==> config.mk <==
export PLATFORM = sky130hd
export DESIGN_NAME = redir_arbiter
export DESIGN_NICKNAME = d
export VERILOG_FILES = /design/src/rtl/redir_pkg.sv /design/src/rtl/redir_slot_eval.sv /design/src/rtl/redir_thread_pick.sv /design/src/rtl/redir_mispred_ctr.sv /design/src/rtl/redir_arbiter.sv
export SDC_FILE = /design/constraint.sdc
export NUM_CORES = 1
export LEC_CHECK = 0
export ABC_CLOCK_PERIOD_IN_PS = 6100
export BUFFER_PORTS_ARGS = -buffer_cell sky130_fd_sc_hd__buf_4
export CAP_MARGIN = 5
export CORE_MARGIN = 8
export CORE_UTILIZATION = 55
export DETAILED_ROUTE_END_ITERATION = 8
export PLACE_DENSITY = 0.83
export REMOVE_ABC_BUFFERS = 1
export SYNTH_ARGS = -nofsm -noshare
export SYNTH_HDL_FRONTEND = slang
export SYNTH_HIERARCHICAL = 1
export SYNTH_SLANG_ARGS = --single-unit
==> constraint.sdc <==
create_clock -name clk -period 6.1 [get_ports clk]
set_input_delay 0.305 -clock clk [delete_from_list [all_inputs] [get_ports clk]]
set_output_delay 0.305 -clock clk [all_outputs]
set_load 0.1 [all_outputs]
==> src/rtl/redir_pkg.sv <==
package redir_pkg;
  typedef enum logic [1:0] {
    CAUSE_NONE    = 2'd0,
    CAUSE_BRANCH  = 2'd1,
    CAUSE_ORDER   = 2'd2,
    CAUSE_BLOCKED = 2'd3
  } cause_e;
endpackage

==> src/rtl/redir_slot_eval.sv <==
module redir_slot_eval
  import redir_pkg::*;
#(
  parameter int PC_W       = 32,
  parameter int INST_BYTES = 4
) (
  input  logic            valid,
  input  logic            squashed,
  input  logic            mispred,
  input  logic            order_viol,
  input  logic            blk_ok,
  input  logic [PC_W-1:0] pc,
  input  logic [PC_W-1:0] npc,
  output logic            cand,
  output logic [1:0]      cause,
  output logic [PC_W-1:0] restart_pc,
  output logic            flush_self,
  output logic            taken
);
  localparam logic [PC_W-1:0] STEP = PC_W'(INST_BYTES);

  cause_e c;

  // Per-instruction cause ranking and the restart rule of each cause
  always_comb begin
    c          = CAUSE_NONE;
    restart_pc = npc;
    flush_self = 1'b0;
    taken      = 1'b0;
    if (valid && !squashed) begin
      if (mispred) begin
        c     = CAUSE_BRANCH;
        taken = (npc != (pc + STEP));
      end else if (order_viol) begin
        c = CAUSE_ORDER;
      end else if (blk_ok) begin
        c          = CAUSE_BLOCKED;
        restart_pc = pc;
        flush_self = 1'b1;
      end
    end
  end

  assign cause = c;
  assign cand  = (c != CAUSE_NONE);
endmodule

==> src/rtl/redir_thread_pick.sv <==
module redir_thread_pick #(
  parameter int SLOTS  = 4,
  parameter int TID_W  = 1,
  parameter int SEQ_W  = 16,
  parameter int PC_W   = 32,
  parameter int THREAD = 0
) (
  input  logic [SLOTS-1:0]            cand,
  input  logic [SLOTS-1:0][TID_W-1:0] tid,
  input  logic [SLOTS-1:0][1:0]       cause,
  input  logic [SLOTS-1:0][SEQ_W-1:0] seq,
  input  logic [SLOTS-1:0][PC_W-1:0]  rpc,
  input  logic [SLOTS-1:0]            flush,
  input  logic [SLOTS-1:0]            taken,
  output logic                        hit,
  output logic [1:0]                  hit_cause,
  output logic [SEQ_W-1:0]            hit_seq,
  output logic [PC_W-1:0]             hit_pc,
  output logic                        hit_flush,
  output logic                        hit_taken
);
  localparam logic [TID_W-1:0] MY_TID = TID_W'(THREAD);

  // Walk youngest to oldest so the oldest matching slot is written last
  always_comb begin
    hit       = 1'b0;
    hit_cause = 2'd0;
    hit_seq   = '0;
    hit_pc    = '0;
    hit_flush = 1'b0;
    hit_taken = 1'b0;
    for (int s = SLOTS - 1; s >= 0; s--) begin
      if (cand[s] && (tid[s] == MY_TID)) begin
        hit       = 1'b1;
        hit_cause = cause[s];
        hit_seq   = seq[s];
        hit_pc    = rpc[s];
        hit_flush = flush[s];
        hit_taken = taken[s];
      end
    end
  end
endmodule

==> src/rtl/redir_mispred_ctr.sv <==
module redir_mispred_ctr #(
  parameter int THREADS = 2,
  parameter int CNT_W   = 16
) (
  input  logic               clk,
  input  logic               rst_n,
  input  logic [THREADS-1:0] br_hit,
  input  logic [THREADS-1:0] br_taken,
  output logic [CNT_W-1:0]   cnt_ptk,
  output logic [CNT_W-1:0]   cnt_pnt,
  output logic [CNT_W-1:0]   cnt_sum
);
  logic [CNT_W-1:0] ptk_q, pnt_q, ptk_d, pnt_d;
  logic             cnt_en;

  always_comb begin
    ptk_d = ptk_q;
    pnt_d = pnt_q;
    for (int t = 0; t < THREADS; t++) begin
      if (br_hit[t] && !br_taken[t]) ptk_d = ptk_d + CNT_W'(1);
      if (br_hit[t] &&  br_taken[t]) pnt_d = pnt_d + CNT_W'(1);
    end
  end

  assign cnt_en = |br_hit;

  always_ff @(posedge clk or negedge rst_n) begin
    if (!rst_n) begin
      ptk_q <= '0;
      pnt_q <= '0;
    end else if (cnt_en) begin
      ptk_q <= ptk_d;
      pnt_q <= pnt_d;
    end
  end

  assign cnt_ptk = ptk_q;
  assign cnt_pnt = pnt_q;
  assign cnt_sum = ptk_q + pnt_q;
endmodule

==> src/rtl/redir_arbiter.sv <==
module redir_arbiter
  import redir_pkg::*;
#(
  parameter int THREADS    = 2,
  parameter int SLOTS      = 4,
  parameter int SEQ_W      = 16,
  parameter int PC_W       = 32,
  parameter int INST_BYTES = 4,
  parameter int CNT_W      = 16,
  localparam int TID_W     = (THREADS > 1) ? $clog2(THREADS) : 1
) (
  input  logic                     clk,
  input  logic                     rst_n,
  input  logic [SLOTS-1:0]         in_valid,
  input  logic [SLOTS-1:0]         in_squashed,
  input  logic [SLOTS*TID_W-1:0]   in_tid,
  input  logic [SLOTS*SEQ_W-1:0]   in_seq,
  input  logic [SLOTS*PC_W-1:0]    in_pc,
  input  logic [SLOTS*PC_W-1:0]    in_npc,
  input  logic [SLOTS-1:0]         in_mispred,
  input  logic [SLOTS-1:0]         in_order_viol,
  input  logic [SLOTS-1:0]         in_ld_blocked,
  input  logic [THREADS-1:0]       mem_blocked,
  output logic [THREADS-1:0]       rd_valid,
  output logic [THREADS*2-1:0]     rd_cause,
  output logic [THREADS*SEQ_W-1:0] rd_seq,
  output logic [THREADS*PC_W-1:0]  rd_pc,
  output logic [THREADS-1:0]       rd_flush_self,
  output logic [THREADS-1:0]       rd_taken,
  output logic [CNT_W-1:0]         cnt_pred_taken_wrong,
  output logic [CNT_W-1:0]         cnt_pred_nt_wrong,
  output logic [CNT_W-1:0]         cnt_mispred_total
);
  // Unpacked views of the flat slot buses
  logic [SLOTS-1:0][TID_W-1:0] tid_a;
  logic [SLOTS-1:0][SEQ_W-1:0] seq_a;
  logic [SLOTS-1:0][PC_W-1:0]  pc_a, npc_a;
  assign tid_a = in_tid;
  assign seq_a = in_seq;
  assign pc_a  = in_pc;
  assign npc_a = in_npc;

  // Per-thread blocked-load handled state
  logic [THREADS-1:0] handled_q, handled_d;

  // Slot evaluation
  logic [SLOTS-1:0]            s_cand, s_flush, s_taken, s_blk_ok;
  logic [SLOTS-1:0][1:0]       s_cause;
  logic [SLOTS-1:0][PC_W-1:0]  s_rpc;

  for (genvar s = 0; s < SLOTS; s++) begin : g_slot
    always_comb begin
      s_blk_ok[s] = 1'b0;
      if (int'(tid_a[s]) < THREADS)
        s_blk_ok[s] = in_ld_blocked[s] & mem_blocked[tid_a[s]] & ~handled_q[tid_a[s]];
    end

    redir_slot_eval #(.PC_W(PC_W), .INST_BYTES(INST_BYTES)) u_eval (
      .valid      (in_valid[s]),
      .squashed   (in_squashed[s]),
      .mispred    (in_mispred[s]),
      .order_viol (in_order_viol[s]),
      .blk_ok     (s_blk_ok[s]),
      .pc         (pc_a[s]),
      .npc        (npc_a[s]),
      .cand       (s_cand[s]),
      .cause      (s_cause[s]),
      .restart_pc (s_rpc[s]),
      .flush_self (s_flush[s]),
      .taken      (s_taken[s])
    );
  end

  // Per-thread selection and output registers
  logic [THREADS-1:0]            p_hit, p_flush, p_taken, br_hit;
  logic [THREADS-1:0][1:0]       p_cause;
  logic [THREADS-1:0][SEQ_W-1:0] p_seq;
  logic [THREADS-1:0][PC_W-1:0]  p_pc;

  logic [THREADS-1:0]            vld_q, vld_d, flush_q, taken_q;
  logic [THREADS-1:0][1:0]       cause_q;
  logic [THREADS-1:0][SEQ_W-1:0] seq_q;
  logic [THREADS-1:0][PC_W-1:0]  pc_q;

  for (genvar t = 0; t < THREADS; t++) begin : g_thr
    redir_thread_pick #(
      .SLOTS(SLOTS), .TID_W(TID_W), .SEQ_W(SEQ_W), .PC_W(PC_W), .THREAD(t)
    ) u_pick (
      .cand      (s_cand),
      .tid       (tid_a),
      .cause     (s_cause),
      .seq       (seq_a),
      .rpc       (s_rpc),
      .flush     (s_flush),
      .taken     (s_taken),
      .hit       (p_hit[t]),
      .hit_cause (p_cause[t]),
      .hit_seq   (p_seq[t]),
      .hit_pc    (p_pc[t]),
      .hit_flush (p_flush[t]),
      .hit_taken (p_taken[t])
    );

    always_comb begin
      vld_d[t]     = p_hit[t];
      br_hit[t]    = p_hit[t] && (p_cause[t] == CAUSE_BRANCH);
      handled_d[t] = handled_q[t];
      if (!mem_blocked[t])
        handled_d[t] = 1'b0;
      else if (p_hit[t] && (p_cause[t] == CAUSE_BLOCKED))
        handled_d[t] = 1'b1;
    end

    always_ff @(posedge clk or negedge rst_n) begin
      if (!rst_n) begin
        vld_q[t]     <= 1'b0;
        handled_q[t] <= 1'b0;
        cause_q[t]   <= 2'd0;
        seq_q[t]     <= '0;
        pc_q[t]      <= '0;
        flush_q[t]   <= 1'b0;
        taken_q[t]   <= 1'b0;
      end else begin
        vld_q[t]     <= vld_d[t];
        handled_q[t] <= handled_d[t];
        if (p_hit[t]) begin
          cause_q[t] <= p_cause[t];
          seq_q[t]   <= p_seq[t];
          pc_q[t]    <= p_pc[t];
          flush_q[t] <= p_flush[t];
          taken_q[t] <= p_taken[t];
        end
      end
    end

    assign rd_cause[2*t +: 2]         = cause_q[t];
    assign rd_seq[SEQ_W*t +: SEQ_W]   = seq_q[t];
    assign rd_pc[PC_W*t +: PC_W]      = pc_q[t];


    valid_has_cause_chk: assert property (@(posedge clk) disable iff (!rst_n)
      vld_q[t] |-> (cause_q[t] != CAUSE_NONE));

    blocked_flushes_self_chk: assert property (@(posedge clk) disable iff (!rst_n)
      (vld_q[t] && cause_q[t] == CAUSE_BLOCKED) |-> flush_q[t]);

    order_keeps_self_chk: assert property (@(posedge clk) disable iff (!rst_n)
      (vld_q[t] && cause_q[t] == CAUSE_ORDER) |-> (!flush_q[t] && !taken_q[t]));

    branch_keeps_self_chk: assert property (@(posedge clk) disable iff (!rst_n)
      (vld_q[t] && cause_q[t] == CAUSE_BRANCH) |-> !flush_q[t]);

    blocked_once_chk: assert property (@(posedge clk) disable iff (!rst_n)
      (vld_q[t] && cause_q[t] == CAUSE_BLOCKED) |=>
        !(vld_q[t] && cause_q[t] == CAUSE_BLOCKED));
  end

  assign rd_valid      = vld_q;
  assign rd_flush_self = flush_q;
  assign rd_taken      = taken_q;

  redir_mispred_ctr #(.THREADS(THREADS), .CNT_W(CNT_W)) u_ctr (
    .clk      (clk),
    .rst_n    (rst_n),
    .br_hit   (br_hit),
    .br_taken (p_taken),
    .cnt_ptk  (cnt_pred_taken_wrong),
    .cnt_pnt  (cnt_pred_nt_wrong),
    .cnt_sum  (cnt_mispred_total)
  );

  // Counter movement must coincide with a matching branch record
  logic out_br_nt, out_br_tk;
  always_comb begin
    out_br_nt = 1'b0;
    out_br_tk = 1'b0;
    for (int t = 0; t < THREADS; t++) begin
      if (vld_q[t] && cause_q[t] == CAUSE_BRANCH &&  taken_q[t]) out_br_tk = 1'b1;
      if (vld_q[t] && cause_q[t] == CAUSE_BRANCH && !taken_q[t]) out_br_nt = 1'b1;
    end
  end


  ptk_moves_with_record_chk: assert property (@(posedge clk) disable iff (!rst_n)
    (cnt_pred_taken_wrong != $past(cnt_pred_taken_wrong)) |-> out_br_nt);

  pnt_moves_with_record_chk: assert property (@(posedge clk) disable iff (!rst_n)
    (cnt_pred_nt_wrong != $past(cnt_pred_nt_wrong)) |-> out_br_tk);
endmodule

=== Yosys cells after proc, flatten, opt, wreduce, memory -nomap -nowiden ===
Index checks and enable logic that the tools add are counted.
Widths: inputs -> output; s select.

* Muxes and demuxes: 128
* $add $sub $neg: 9
* Magnitude comparators: 4
* Bitwise operators: 16
* Reduce and logical (&&, ||, !) cells: 31
* Equal/unequal tests: 10

{| class="wikitable"
|+ Operator list
! kind !! number
|-
| $mux 32 || 24
|-
| $mux 16 || 12
|-
| $add 32x3->32 const B || 4
|-
| $ne 32x32->1 || 4
|-
| $mux 1 || 68
|-
| $add 16x1->16 const B || 4
|-
| $mux 2 || 24
|-
| $logic_and 1x1->1 || 20
|-
| $add 16x16->16 || 1
|-
| $and 1x1->1 || 8
|-
| $lt 1x2->1 const B || 4
|-
| $not 1->1 || 8
|-
| $reduce_bool 2->1 || 4
|-
| $logic_not 1->1 || 6
|-
| $eq 2x1->1 const B || 2
|-
| $eq 2x2->1 const B || 2
|-
| $ne 2x1->1 const B || 2
|-
| $reduce_or 2->1 || 1
|}

* Output and inout bits: 154
* Bits in registers: 140
* Logic and storage cells: 214

=== Logic depth before layout (Yosys ltp) ===
* Depth after elaboration: 20
* Gate-level depth with buffers: 25
* Mapped depth without buffers: 20

=== Cells and area by module ===
The synthesis kept the hierarchy.

{| class="wikitable"
|+ Modules (own cells, without submodules)
! module !! area each (um^2) !! times used !! seq. area each (um^2) !! cells each
|-
| redir_slot_eval || 1,590.3 || 4 || 0.0 || 281
|-
| redir_arbiter || 4,569.4 || 1 || 2,702.6 || 250
|-
| redir_mispred_ctr || 2,904.0 || 1 || 800.8 || 335
|-
| redir_thread_pick (g_thr[0].u_pick) || 2,289.7 || 1 || 0.0 || 267
|-
| redir_thread_pick (g_thr[1].u_pick) || 1,855.5 || 1 || 0.0 || 307
|}

=== Worst setup path before layout ===
OpenSTA, ideal clock, no wires.

* Path kind: flip-flop to output port
* Start point: register u_ctr.ptk_q[0], in the netlist u_ctr/cnt_ptk[0]
* End point: output port cnt_mispred_total[12]
* Data required time: 5,795 ps
* Buffers on the path: 0
* Setup slack: -165 ps
* Arrival: 5,960 ps
* Cell stages (with the launch flop): 10
* Path through: dfrtp_1 -> ha_1 -> inv_1 -> fa_1 -> nor2b_1 -> o21ai_0 -> a21boi_0 -> o21ai_0 -> a21o_1 -> o311ai_0

* Cells in the longest elaborated chain, start to end: 1

{| class="wikitable"
|+ Ends and longest elaborated chain
! what !! RTL line !! source
|-
| start, declared || redir_mispred_ctr.sv:13 || <nowiki>logic [CNT_W-1:0] ptk_q, pnt_q, ptk_d, pnt_d;</nowiki>
|-
| start signal, assigned || redir_mispred_ctr.sv:32 || <nowiki>ptk_q <= ptk_d;</nowiki>
|-
| $add 16x16->16 || redir_mispred_ctr.sv:39 || <nowiki>assign cnt_sum = ptk_q + pnt_q;</nowiki>
|-
| end, declared || redir_arbiter.sv:32 || <nowiki>output logic [CNT_W-1:0] cnt_mispred_total</nowiki>
|}

Every way passes these cells.

==> flow_summary.json <==
{
  "outcome": "finished clean",
  "rrSetupSlack_ns": 0.46,
  "postRouteAntennaNets": 0,
  "numCtsBuffers": 17,
  "seq_area_frac_synth": 0.195,
  "cts_tree": "built",
  "io_buffers": 501,
  "syn_avg_cell_area_um2": 7.88,
  "drt_first_iter_violations": 2210,
  "syn-instance-count": 2283,
  "critical_path.startpoint_type": "register",
  "ys_async_sr_fraction": 1.00,
  "layout.nets": 3044,
  "hpwlAfterDp_um": 59700,
  "fin_cells": 3133,
  "drc": 0,
  "synthTopCellsByArea": "dfrtp_1, nand2_1, mux2_4, xnor2_1, xor2_1",
  "rr_startpoint": "handled_q[0]",
  "cap_viol_max_count": 0,
  "critPathArrivalTime_ns": 5.98,
  "dr_wl_met3_um": 8940,
  "gr-usage-all-layers": 0.376,
  "antenna_found_initial": 7,
  "grt_max_degree": 107,
  "die-area_um2": 38700,
  "place_ws_ns": 0.433,
  "relSlewSlack": 0.253,
  "startpoint": "handled_q[0]",
  "rsz0062_at_grt": "false",
  "drtPass1Iterations": 7,
  "min_period_ns": 5.64,
  "finalCritPeriodShare": 0.924,
  "crit_type": "register to register",
  "synthFlopType": "dfrtp_1",
  "grt_pass1_wl_um": 116000,
  "synth_seq_cells": 140,
  "yosysTopAreaCellShare": 0.195,
  "num_rows": 66,
  "first_global_vias": 19400,
  "dr_total_vias": 20400,
  "final_core_util": 0.682,
  "synth_edf_count": 0,
  "finalClockSkew_ns": 0.00918,
  "slew_viol_final": 0,
  "setup_violations": 0,
  "worstPathMaxFanout": 38,
  "setup_slack_ns": 0.464,
  "clk_latency_ns": 0.43,
  "clock_sinks": 140,
  "dieWidth_um": 197,
  "fillers": 2804,
  "initial_core_util": 0.555,
  "wirelength_um": 76800,
  "end_kind": "register",
  "synth.distinct_cells": 88,
  "timing.rr.end": "u_ctr/cnt_pnt[13]",
  "fp.coreArea_um2": 32400,
  "wl_met1_um": 29700,
  "cts_hold_buf": 1,
  "layout-drive-gt1-share": 0.280,
  "final_area_um2": 22100,
  "rr_worst_depth": 16,
  "fp.dieH_um": 197,
  "irDropWorstVdd_mv": 0.250,
  "p_per_area_nw_per_um2": 237,
  "area_growth_syn_to_layout_pct": 22.8,
  "wl_met2_um": 34800,
  "synth_top_area_cell": "dfrtp_1",
  "critPathRequiredTime_ns": 6.44,
  "syn_area_um2": 18000,
  "fmaxAchievable_mhz": 177,
  "clkTransAtPathRegs_ns": 0.07,
  "routed_via_density": 6.52,
  "place.gp.congestion": 0.994,
  "clock_path_buffers": 2,
  "grt_overflow_total": 0,
  "hold_class": "primary input to register",
  "clock-root-buffer": "clkbuf_16",
  "routed.top_layer": "met4",
  "yosys_warnings": 6,
  "place_area_um2": 21500,
  "finalHoldViolCount": 0,
  "synth_most_common_cell": "nand2_1",
  "cts_max_level": 4,
  "post_drt_wl_per_cell_um": 24.5,
  "tightest_slew_ns": 1.12,
  "fin_total_pwr_mw": 5.23,
  "pin_count": 502,
  "cts_resized": 0,
  "leakage_nw": 10.0,
  "cts_setup_buffers": 0,
  "worstSetupEndpoint": "u_ctr/cnt_pnt[13]",
  "synth_common_cells": "nand2_1, dfrtp_1, xnor2_1",
  "dp.cells": 3094
}
## worst min-delay path by stage
stage / from / endpoint / slack [ns] / depth (start not counted)
finish: mem_blocked[1] / handled_q[1] / 0.10 / 3
CTS: mem_blocked[1] / handled_q[1] / 0.09 / 3
floorplan: rst_n / handled_q[0] / 0.009 / 0
global route: mem_blocked[0] / handled_q[0] / 0.13 / 3
detailed placement: rst_n / rd_pc[42] / 0.45 / 1
global placement: rst_n / rd_pc[10] / 0.44 / 1
## sequential cells by signal, summed over array words and instances, names as in the netlist
register / cells
handled_q: 2
rd_valid: 2
rd_cause: 4
rd_flush_self: 2
u_ctr/cnt_pnt: 16
rd_taken: 2
rd_seq: 32
rd_pc: 64
u_ctr/cnt_ptk: 16
## report_power, final
| part | switching, mW | total, mW | internal (mW) | leakage [nW] |
|---|---|---|---|---|
| clock network | 0.466 | 1.06 | 0.594 | 0.277 |
| registers | 0.159 | 1.24 | 1.08 | 1.87 |
| logic | 2.08 | 2.93 | 0.853 | 7.88 |
| total | 2.71 | 5.23 | 2.53 | 10.0 |
## layout make-up
cell class	count	area, um^2	share of cell area
Timing Repair Buffer	527	3960	0.180
Antenna cell	6	15.0	0.000680
Sequential cell	140	3500	0.159
Tap cell	442	553	0.0251
Clock buffer	20	457	0.0207
Multi-Input combinational cell	1888	13100	0.593
Inverter	98	368	0.0167
Clock inverter	12	125	0.00567
## critical path: stages, from the launching register on
cell       delay [ns]
dfrtp_1          0.37
nand2b_1         0.20
o22ai_1          0.32
nor2_1           0.08
nor3_1           0.24
or2_2            0.58
nand2b_4         0.34
buf_4            0.40
a2111oi_1        0.60
a221o_1          0.43
nand3_4          0.19
nor4_1           0.45
xnor2_1          0.22
or4_4            0.56
nor3_1           0.24
a311oi_1         0.08
nor3_1           0.23
## per-stage QoR
step | setup TNS, ns | hold slack (ns)
floorplan | -326.15 | 0.00941
global placement | 0 | 0.444
detailed placement | 0 | 0.448
CTS | 0 | 0.0891
global route | 0 | 0.127
finish | 0 | 0.101
## layer usage
metal | vias to the layer above | GRT usage
met3 | 199 | 0.0889
met5 | - | 0
li1 | 9151 | -
met4 | 0 | 0.155
met2 | 1293 | 0.607
met1 | 9797 | 0.479
## cell usage in the layout, fill, tap and decap left out, types with 17 or more instances in the layout
cell       Yosys  layout
nor3_1        58      58
nor2b_1       27      24
clkbuf_16      0      17
o21ai_0       67      67
a2111oi_2     28      28
mux2_4        96      96
dfrtp_1      140     140
nor2_1        66      66
a21oi_1       35      35
xor2_1        97      97
ha_1          23      23
and3_1        70      70
buf_4          2     525
and4_1        29      29
o221ai_1      56      56
nand4b_1      18      18
nand3_1       66      65
xnor2_1      103     103
o22ai_1       22      22
nand2_1      490     489
a221o_1       52      52
nand4_1       34      34
a2111oi_1     21      21
nor3b_1       52      52
inv_1         94      94
a31oi_1       73      73
nand3b_1      55      55
nand2b_1      23      23
## cell families after synthesis
logic type,after synthesis,synth area share
compound gates,452,0.197
xor+xnor,200,0.0974
fa+ha+maj,24,0.0171
buf+inv,255,0.0793
flops,140,0.195
mux,114,0.0907
simple gates,1098,0.324
No activity file was read; power rests on OpenSTA's default activity.
